**src/rtl/stk_pkg.sv**
```systemverilog
package stk_pkg;

    localparam int BYTE_W = 8;
    localparam int PTR_W  = 8;

    // role of a byte operation inside a (possibly two-byte) request
    typedef enum logic [1:0] {
        TAG_SINGLE     = 2'd0,
        TAG_WIDE_FIRST = 2'd1,
        TAG_WIDE_LAST  = 2'd2
    } op_tag_e;

    typedef struct packed {
        logic              valid;
        logic              is_push;
        op_tag_e           tag;
        logic [BYTE_W-1:0] data;
    } byte_op_t;

    function automatic byte_op_t idle_op();
        byte_op_t o;
        o.valid   = 1'b0;
        o.is_push = 1'b0;
        o.tag     = TAG_SINGLE;
        o.data    = '0;
        return o;
    endfunction

endpackage

```
**src/rtl/stk_ram.sv**
```systemverilog
module stk_ram #(
    parameter int DEPTH  = 128,
    parameter int ADDR_W = $clog2(DEPTH)
) (
    input  logic                      clk,
    input  logic                      we,
    input  logic [ADDR_W-1:0]         waddr,
    input  logic [stk_pkg::BYTE_W-1:0] wdata,
    input  logic [ADDR_W-1:0]         raddr,
    output logic [stk_pkg::BYTE_W-1:0] rdata
);
    logic [stk_pkg::BYTE_W-1:0] cells [DEPTH];

    always_ff @(posedge clk) begin
        if (we) cells[waddr] <= wdata;
    end

    assign rdata = cells[raddr];
endmodule

```
**src/rtl/stk_seq.sv**
```systemverilog
module stk_seq
    import stk_pkg::*;
(
    input  logic        clk,
    input  logic        rst,
    input  logic        push_req,
    input  logic        pop_req,
    input  logic        wide,
    input  logic [15:0] wr_word,
    input  logic        sp_wr_en,
    input  logic        refused,
    output byte_op_t    op,
    output logic        busy,
    output logic        conflict_err
);
    typedef enum logic {S_IDLE, S_SECOND} seq_st_e;

    seq_st_e           st_q, st_d;
    logic              kind_q;
    logic [BYTE_W-1:0] hold_q;
    logic              clash;

    always_comb begin
        op    = idle_op();
        st_d  = S_IDLE;
        clash = 1'b0;
        if (st_q == S_IDLE) begin
            if (!sp_wr_en) begin
                if (push_req && pop_req) begin
                    clash = 1'b1;
                end else if (push_req || pop_req) begin
                    op.valid   = 1'b1;
                    op.is_push = push_req;
                    op.tag     = wide ? TAG_WIDE_FIRST : TAG_SINGLE;
                    op.data    = wr_word[BYTE_W-1:0];
                    if (wide && !refused) st_d = S_SECOND;
                end
            end
        end else if (!sp_wr_en) begin
            op.valid   = 1'b1;
            op.is_push = kind_q;
            op.tag     = TAG_WIDE_LAST;
            op.data    = hold_q;
        end
    end

    always_ff @(posedge clk) begin
        if (rst) begin
            st_q         <= S_IDLE;
            kind_q       <= 1'b0;
            hold_q       <= '0;
            conflict_err <= 1'b0;
        end else begin
            st_q         <= st_d;
            conflict_err <= clash;
            if (st_q == S_IDLE) begin
                kind_q <= push_req;
                hold_q <= wr_word[15:8];
            end
        end
    end

    assign busy = (st_q == S_SECOND);

    // the second byte slot lasts exactly one cycle
    a_r5_second_slot_single: assert property (@(posedge clk) disable iff (rst)
        busy |=> !busy);

    // after an accepted wide push, the next byte offered is the high half
    a_r5_high_follows_low: assert property (@(posedge clk) disable iff (rst)
        (!busy && op.valid && op.is_push && op.tag == TAG_WIDE_FIRST && !refused)
        |=> (sp_wr_en || (op.valid && op.data == $past(wr_word[15:8]))));

    // an error pulse only follows a real clash while idle
    a_r7_err_cause: assert property (@(posedge clk) disable iff (rst)
        conflict_err |-> $past(push_req && pop_req && !sp_wr_en && !busy));
endmodule

```
**src/rtl/stk_ptr.sv**
```systemverilog
module stk_ptr
    import stk_pkg::*;
#(
    parameter int DEPTH  = 128,
    parameter int ADDR_W = $clog2(DEPTH),
    parameter logic [PTR_W-1:0] BASE_SP = 8'h07
) (
    input  logic              clk,
    input  logic              rst,
    input  byte_op_t          op,
    input  logic              sp_wr_en,
    input  logic [PTR_W-1:0]  sp_wr_val,
    output logic [PTR_W-1:0]  sp,
    output logic              refused,
    output logic              do_push,
    output logic              do_pop,
    output logic [ADDR_W-1:0] waddr,
    output logic [ADDR_W-1:0] raddr,
    output logic              ovf_flag,
    output logic              udf_flag
);
    localparam logic [PTR_W-1:0] TOP_SP = PTR_W'(DEPTH - 1);

    logic             at_top, at_base;
    logic [PTR_W-1:0] sp_inc, sp_dec;

    assign at_top  = (sp >= TOP_SP);
    assign at_base = (sp <= BASE_SP);
    assign sp_inc  = sp + PTR_W'(1);
    assign sp_dec  = sp - PTR_W'(1);

    assign do_push = op.valid &&  op.is_push && !at_top;
    assign do_pop  = op.valid && !op.is_push && !at_base;
    assign refused = op.valid && (op.is_push ? at_top : at_base);
    assign waddr   = sp_inc[ADDR_W-1:0];
    assign raddr   = sp[ADDR_W-1:0];

    always_ff @(posedge clk) begin
        if (rst) begin
            sp       <= BASE_SP;
            ovf_flag <= 1'b0;
            udf_flag <= 1'b0;
        end else begin
            if (sp_wr_en)     sp <= sp_wr_val;
            else if (do_push) sp <= sp_inc;
            else if (do_pop)  sp <= sp_dec;
            if (op.valid &&  op.is_push && at_top)  ovf_flag <= 1'b1;
            if (op.valid && !op.is_push && at_base) udf_flag <= 1'b1;
        end
    end

    // pointer leaves reset at the base value
    a_r2_reset_base: assert property (@(posedge clk)
        $past(rst) |-> (sp == BASE_SP && !ovf_flag && !udf_flag));

    // accepted push advances the pointer by one
    a_r3_push_step: assert property (@(posedge clk) disable iff (rst)
        (do_push && !sp_wr_en) |=> sp == $past(sp) + PTR_W'(1));

    // accepted pop retreats the pointer by one
    a_r4_pop_step: assert property (@(posedge clk) disable iff (rst)
        (do_pop && !sp_wr_en) |=> sp == $past(sp) - PTR_W'(1));

    // overflow flag is sticky
    a_r8_ovf_sticky: assert property (@(posedge clk) disable iff (rst)
        ovf_flag |=> ovf_flag);

    // underflow flag is sticky
    a_r9_udf_sticky: assert property (@(posedge clk) disable iff (rst)
        udf_flag |=> udf_flag);

    // a direct load always lands
    a_r10_load_wins: assert property (@(posedge clk) disable iff (rst)
        sp_wr_en |=> sp == $past(sp_wr_val));
endmodule

```
**src/rtl/byte_stack_unit.sv**
```systemverilog
module byte_stack_unit
    import stk_pkg::*;
#(
    parameter int DEPTH = 128,
    parameter logic [7:0] BASE_SP = 8'h07
) (
    input  logic        clk,
    input  logic        rst,
    input  logic        push_req,
    input  logic        pop_req,
    input  logic        wide,
    input  logic [15:0] wr_word,
    input  logic        sp_wr_en,
    input  logic [7:0]  sp_wr_val,
    output logic [7:0]  sp_out,
    output logic [7:0]  rd_byte,
    output logic        rd_valid,
    output logic [15:0] rd_word,
    output logic        word_valid,
    output logic        busy,
    output logic        conflict_err,
    output logic        ovf_flag,
    output logic        udf_flag
);
    localparam int ADDR_W = $clog2(DEPTH);

    byte_op_t          op;
    logic              refused, do_push, do_pop;
    logic [ADDR_W-1:0] waddr, raddr;
    logic [BYTE_W-1:0] rdata, hi_q;

    stk_seq u_seq (
        .clk(clk), .rst(rst), .push_req(push_req), .pop_req(pop_req),
        .wide(wide), .wr_word(wr_word), .sp_wr_en(sp_wr_en),
        .refused(refused), .op(op), .busy(busy), .conflict_err(conflict_err)
    );

    stk_ptr #(.DEPTH(DEPTH), .ADDR_W(ADDR_W), .BASE_SP(BASE_SP)) u_ptr (
        .clk(clk), .rst(rst), .op(op), .sp_wr_en(sp_wr_en),
        .sp_wr_val(sp_wr_val), .sp(sp_out), .refused(refused),
        .do_push(do_push), .do_pop(do_pop), .waddr(waddr), .raddr(raddr),
        .ovf_flag(ovf_flag), .udf_flag(udf_flag)
    );

    stk_ram #(.DEPTH(DEPTH), .ADDR_W(ADDR_W)) u_ram (
        .clk(clk), .we(do_push), .waddr(waddr), .wdata(op.data),
        .raddr(raddr), .rdata(rdata)
    );

    always_ff @(posedge clk) begin
        if (rst) begin
            rd_byte    <= '0;
            rd_valid   <= 1'b0;
            rd_word    <= '0;
            word_valid <= 1'b0;
            hi_q       <= '0;
        end else begin
            rd_valid   <= do_pop;
            word_valid <= do_pop && op.tag == TAG_WIDE_LAST;
            if (do_pop) rd_byte <= rdata;
            if (do_pop && op.tag == TAG_WIDE_FIRST) hi_q <= rdata;
            if (do_pop && op.tag == TAG_WIDE_LAST)  rd_word <= {hi_q, rdata};
        end
    end

    // every accepted pop yields a data strobe one cycle later
    a_r4_pop_strobe: assert property (@(posedge clk) disable iff (rst)
        do_pop |=> rd_valid);

    // a pop at the base yields no data strobe
    a_r9_no_read_at_base: assert property (@(posedge clk) disable iff (rst)
        (op.valid && !op.is_push && sp_out <= BASE_SP) |=> !rd_valid);

    // a word strobe always comes with a byte strobe
    a_r6_word_with_byte: assert property (@(posedge clk) disable iff (rst)
        word_valid |-> rd_valid);
endmodule

```
**config.mk**
```make
export PLATFORM = sky130hd
export DESIGN_NAME = byte_stack_unit
export DESIGN_NICKNAME = d
export VERILOG_FILES = /design/src/rtl/stk_pkg.sv /design/src/rtl/stk_ram.sv /design/src/rtl/stk_seq.sv /design/src/rtl/stk_ptr.sv /design/src/rtl/byte_stack_unit.sv
export SDC_FILE = /design/constraint.sdc
export NUM_CORES = 1
export LEC_CHECK = 0
export BUFFER_PORTS_ARGS = -buffer_cell sky130_fd_sc_hd__clkbuf_2
export CAP_MARGIN = 20
export CORE_MARGIN = 2
export CORE_UTILIZATION = 45
export DETAILED_ROUTE_END_ITERATION = 8
export PLACE_DENSITY = 0.71
export RECOVER_POWER = 50
export SETUP_SLACK_MARGIN = 0.02
export SLEW_MARGIN = 25
export SYNTH_ARGS = -nofsm -noshare
export SYNTH_HDL_FRONTEND = slang
export SYNTH_HIERARCHICAL = 1
export SYNTH_SLANG_ARGS = --single-unit
```
**constraint.sdc**
```tcl
create_clock -name clk -period 8.3 [get_ports clk]
set_clock_uncertainty 0.05 [all_clocks]
set_input_delay 1.66 -clock clk [delete_from_list [all_inputs] [get_ports clk]]
set_output_delay 1.66 -clock clk [all_outputs]
set_load 0.005 [all_outputs]
```
### Yosys cells after proc, flatten, opt, wreduce, memory -nomap -nowiden

Memories as Yosys holds them, arrays and structs flattened. A register that Yosys moved wholly into a read port is not among the register bits.
Cells that the tools add are included.

| storage, ports and cells | value |
|---|---|
| memory bits (writable) | 1024 |
| bits of input ports | 30 |
| memories kept | 1 |
| bits in registers | 55 |

| cells by class | value |
|---|---|
| order comparisons | 2 |
| eq/ne operators | 2 |
| multiplexer cells | 16 |
| reductions and logical operators | 19 |
| $add $sub $neg | 2 |
| bitwise gates (word level) | 1 |

Memory list:

| memory | depth | width | rd ports | clocked after memory_dff | wr ports | RTL line | source |
|---|---|---|---|---|---|---|---|
| u_ram.cells | 128 | 8 | 1 | 1 | 1 | stk_ram.sv:12 | `logic [stk_pkg::BYTE_W-1:0] cells [DEPTH];` |

Operators by type and width:

| operator | number |
|---|---|
| $mux 12 | 5 |
| $mux 8 | 3 |
| $mux 7 | 2 |
| $logic_and 1x1->1 | 11 |
| $add 8x1->8 const B | 1 |
| $ge 8x7->1 const B | 1 |
| $le 8x3->1 const B | 1 |
| $sub 8x1->8 const B | 1 |
| $mux 1 | 6 |
| $reduce_or 5->1 | 1 |
| $logic_not 1->1 | 4 |
| $reduce_bool 3->1 | 1 |
| $reduce_or 3->1 | 1 |
| $eq 2x1->1 const B | 1 |
| $eq 2x2->1 const B | 1 |
| $logic_or 1x1->1 | 1 |
| $not 1->1 | 1 |

### Logic depth before layout (Yosys ltp)

| depth | value |
|---|---|
| depth in word-level cells | 13 |
| depth in mapped cells | 13 |

### Hierarchy

Netlist, hierarchy kept.

Modules (own cells, without submodules):

| module | instances | cells an instance | area each (um^2) |
|---|---|---|---|
| stk_ram | 1 | 1627 | 39505.4 |
| byte_stack_unit | 1 | 118 | 1333.8 |
| stk_ptr | 1 | 125 | 975.9 |
| stk_seq | 1 | 57 | 555.5 |

### Least setup slack after synthesis

OpenSTA, ideal clock, no wires.

| path | value |
|---|---|
| path kind | input -> register |
| start point | input port push_req |
| end point | memory u_ram/cells[0][0] (netlist bit), data pin |
| path buffers | 0 |
| required time | 7718 ps |
| path slack | 3696 ps |
| library setup time | 532 ps |
| data arrival time | 4022 ps |
| cell stages on the path | 4 |
| cell sequence | inv_1 ha_1 nor4_4 a22o_1 |

RTL lines:

| element | RTL line | source |
|---|---|---|
| start: declaration | byte_stack_unit.sv:9 | `input logic push_req,` |
| end: declaration | stk_ram.sv:12 |  |

==> impl_metrics.yaml <==
power_and_ir_drop:
  p_int_mw: 8.918
  ir_drop_v: 0.0001834
  p_comb_share_pct: 6.4
  clockPowerShare_pct: 40.6
  power_leakage_nw: 15.49
  swShare_pct: 21.34
  p_switching_mw: 2.419
  power.density_nw_per_um2: 239.8
  power_frac_seq_pct: 53.0
route:
  vias_per_cell: 6.058
  dr.pass1.iters: 5
  route.detailed.drc: 0
  drtIter0Drc: 2583
  drtAntennaViolNets: 0
  vias: 20282
  wl_per_cell_um: 28.97
  routed_wl_um: 97000
synthesis:
  yosysSeqAreaShare_pct: 75.17
  ys_types: 61
  ys_ff_latch: 1079
  synth_flop_cell: "edfxtp_1"
  synth_fp_nets: 1962
  synth_area_um2: 42370
  syn_inst: 1927
  avgSynthCellArea_um2: 21.99
  ys_warn_count: 6
  synthArstFlopShare_pct: 0
  synth_top_cell_area_share_pct: 72.57
  synth_area_leaders: "edfxtp_1 73%, mux4_2 18%, dfxtp_1 2.6%, nor2_1 1.3%, mux2i_1 0.94%"
  synth_edf_count: 1024
  synth_area_leader_cell: "edfxtp_1"
critical_path:
  endpoint: "u_ram/cells[43][1]$_DFFE_PP_"
  r2r-start: "u_ptr/sp[2]$_SDFFE_PP1P_"
  cp.required_ns: 8.60
  crit_cells: 6
  crit_family: "compound AO/OA/AOI/OAI gates"
  reg2regPathDepth: 6
  crit_arrival_ns: 6.61
  reg2reg_slack_ns: 2.15
  start_kind: "input port"
  slowest_delay_ns: 2.15
  critical_path_class: "in2reg"
  r2r-end: "u_ram/cells[80][6]$_DFFE_PP_"
  path_max_fanout: 68
  cpMaxStageDelayCell: "a22o_1"
  path_buf_inv: 3
  cp-end-kind: "flip-flop"
  crit_path_start: "push_req"
  crit_chain: "clkbuf_1, inv_1, ha_1, nor4_1, a22o_1, buf_4"
finish:
  drive_gt1_share_pct: 28.03
  num_antenna_cells: 0
  final_nets: 2047
  area_delta_synth_final_pct: 11.57
  layout_commonest_cell: "edfxtp_1"
  mostFrequentLayoutCells: "1,024 x edfxtp_1, 336 x mux4_2, 149 x nor2_1, 102 x clkbuf_16, 54 x dfxtp_1"
sta:
  fin_crit_ns: 6.312
  finalHoldViolations: 0
  finalMaxSlewViolations: 534
  max_freq_mhz: 158.4
  setup_violations: 0
  worst_pin_slew_ns: 3.201
  tns_ns: 0
  rsz0062_at_grt: "false"
  slew_headroom_pct: -113.4
  hold-worst-slack_ns: 0.4243
  fin_crit_sh_pct: 76.05
clocking:
  cts-root-buf: "clkbuf_16"
  cts_tree: "done"
  clock_path_buffers: 3
  htreeDepth: 3
  post_cts_resize_count: 0
  cts_made_buffers: 100
  cts_setup_buffers: 0
  clk_pin_slew_worst_paths_ns: 0.06
  worstSkewPairLatency_ns: 0.67
  cts.sinks: 1079
  ctsHoldBuffers: 0
placement:
  place.gp.congestion: 0.8312
  dp_hpwl_um: 58080
  io_buffers: 67
run_status:
  violations: "capacitance limit, slew limit"
  status: "finished with violations"
hold_path:
  hold_path_class: "reg2reg"
grt:
  grt_pass1_wl_um: 141600
  grt_overflow: 0
  grt_usage_pct: 20.01
  grt_pass1_vias: 20258
  antenna_found_initial: 5
  grt_max_degree: 161
floorplan:
  row_count: 112
  initial_core_util_pct: 45.40
  die_area_um2: 96630
  core_area_um2: 93330
  dieHeight_um: 310.9
  ios: 68
  fp.dieW_um: 310.9
job:
  drv_cap: 12
[power by group through the flow]
stage | logic (mW) | clock network [mW] | registers, mW
global route | 0.762 | 4.88 | 6.00
finish | 0.729 | 4.60 | 6.00
global placement | 0.717 | 0 | 6.12
CTS | 0.727 | 4.68 | 6.00
floorplan | 0.485 | 0 | 6.10
detailed placement | 0.726 | 0 | 6.12
[final cells by class]
class | count | area [um^2]
tap | 1254 | 1569
fill | 7125 | 46060
sequential | 1079 | 31850
inverter | 10 | 38.79
clock buffer | 125 | 2699
multi-input combinational | 719 | 9903
clock inverter | 59 | 595.6
timing repair buffer | 102 | 611.8
[metal layers]
layer / global-route usage [%] / part of all wire (%) / up-vias
met5: 0 / 0 / -
met4: 6.862 / 3.0 / 0
met3: 4.332 / 9.7 / 153
met2: 31.88 / 49 / 1157
met1: 27.62 / 38 / 10764
li1: - / - / 8208
[tightest hold or removal path: stages, from the launching register on]
cell and delay [ns]:
dfxtp_1 0.31, nand2b_1 0.06, mux2i_1 0.06
[cell families after synthesis]
family / after synthesis / synth area share (%)
AND/OR/NAND/NOR: 276 / 3.115
flip-flops: 1079 / 75.17
XOR/XNOR: 8 / 0.1654
buffers and inverters: 129 / 1.530
AO/OA/AOI/OAI: 46 / 0.8534
adder cells (fa/ha/maj): 5 / 0.1476
multiplexers: 384 / 19.02
[synth_stat cells (6+ instances only)]
master	number
buf_6	6
dfxtp_1	55
inv_1	7
nand2_1	21
buf_4	19
nor2b_1	10
mux2_2	8
mux2i_1	40
buf_2	23
nand3_1	17
buf_1	18
mux4_2	336
clkbuf_1	51
nor3_1	13
a22o_1	8
nor2_1	149
a21oi_1	9
edfxtp_1	1024
nand2b_1	38
[worst min-delay path by stage]
stage,from,end,slack [ns],cells after the start
after CTS,rd_word[13]$_SDFFE_PP0P_,rd_word[13]$_SDFFE_PP0P_,0.43,2
after global placement,u_ptr/udf_flag$_SDFFE_PP0P_,u_ptr/udf_flag$_SDFFE_PP0P_,0.41,2
after floorplan,u_seq/kind_q$_SDFFE_PP0N_,u_seq/kind_q$_SDFFE_PP0N_,0.39,2
final,rd_word[12]$_SDFFE_PP0P_,rd_word[12]$_SDFFE_PP0P_,0.42,2
after detailed placement,u_ptr/ovf_flag$_SDFFE_PP0P_,u_ptr/ovf_flag$_SDFFE_PP0P_,0.41,2
after global routing,u_ptr/udf_flag$_SDFFE_PP0P_,u_ptr/udf_flag$_SDFFE_PP0P_,0.45,2
[through the flow]
step                std cells  setup WS, ns  util (%)  cell area (um^2)  power (mW)
floorplan                1927         3.696         -             42370       6.584
global placement         3163         2.966     47.19             44040       6.835
detailed placement       3163         2.874     47.20             44050       6.844
CTS                      3347         3.239     50.73             47350       11.41
global route             3348         1.606     50.65             47270       11.65
finish                   3348         1.988     50.65             47270       11.34
[sequential cells by signal, summed over array words and instances (netlist names)]
name                cells
word_valid              1
u_seq/kind_q            1
u_seq/conflict_err      1
hi_q                    8
rd_byte                 8
u_seq/busy              1
u_ram/cells          1024
u_ptr/udf_flag          1
u_seq/hold_q            8
u_ptr/ovf_flag          1
rd_valid                1
rd_word                16
u_ptr/sp                8
(Power assumes the default switching activity.)
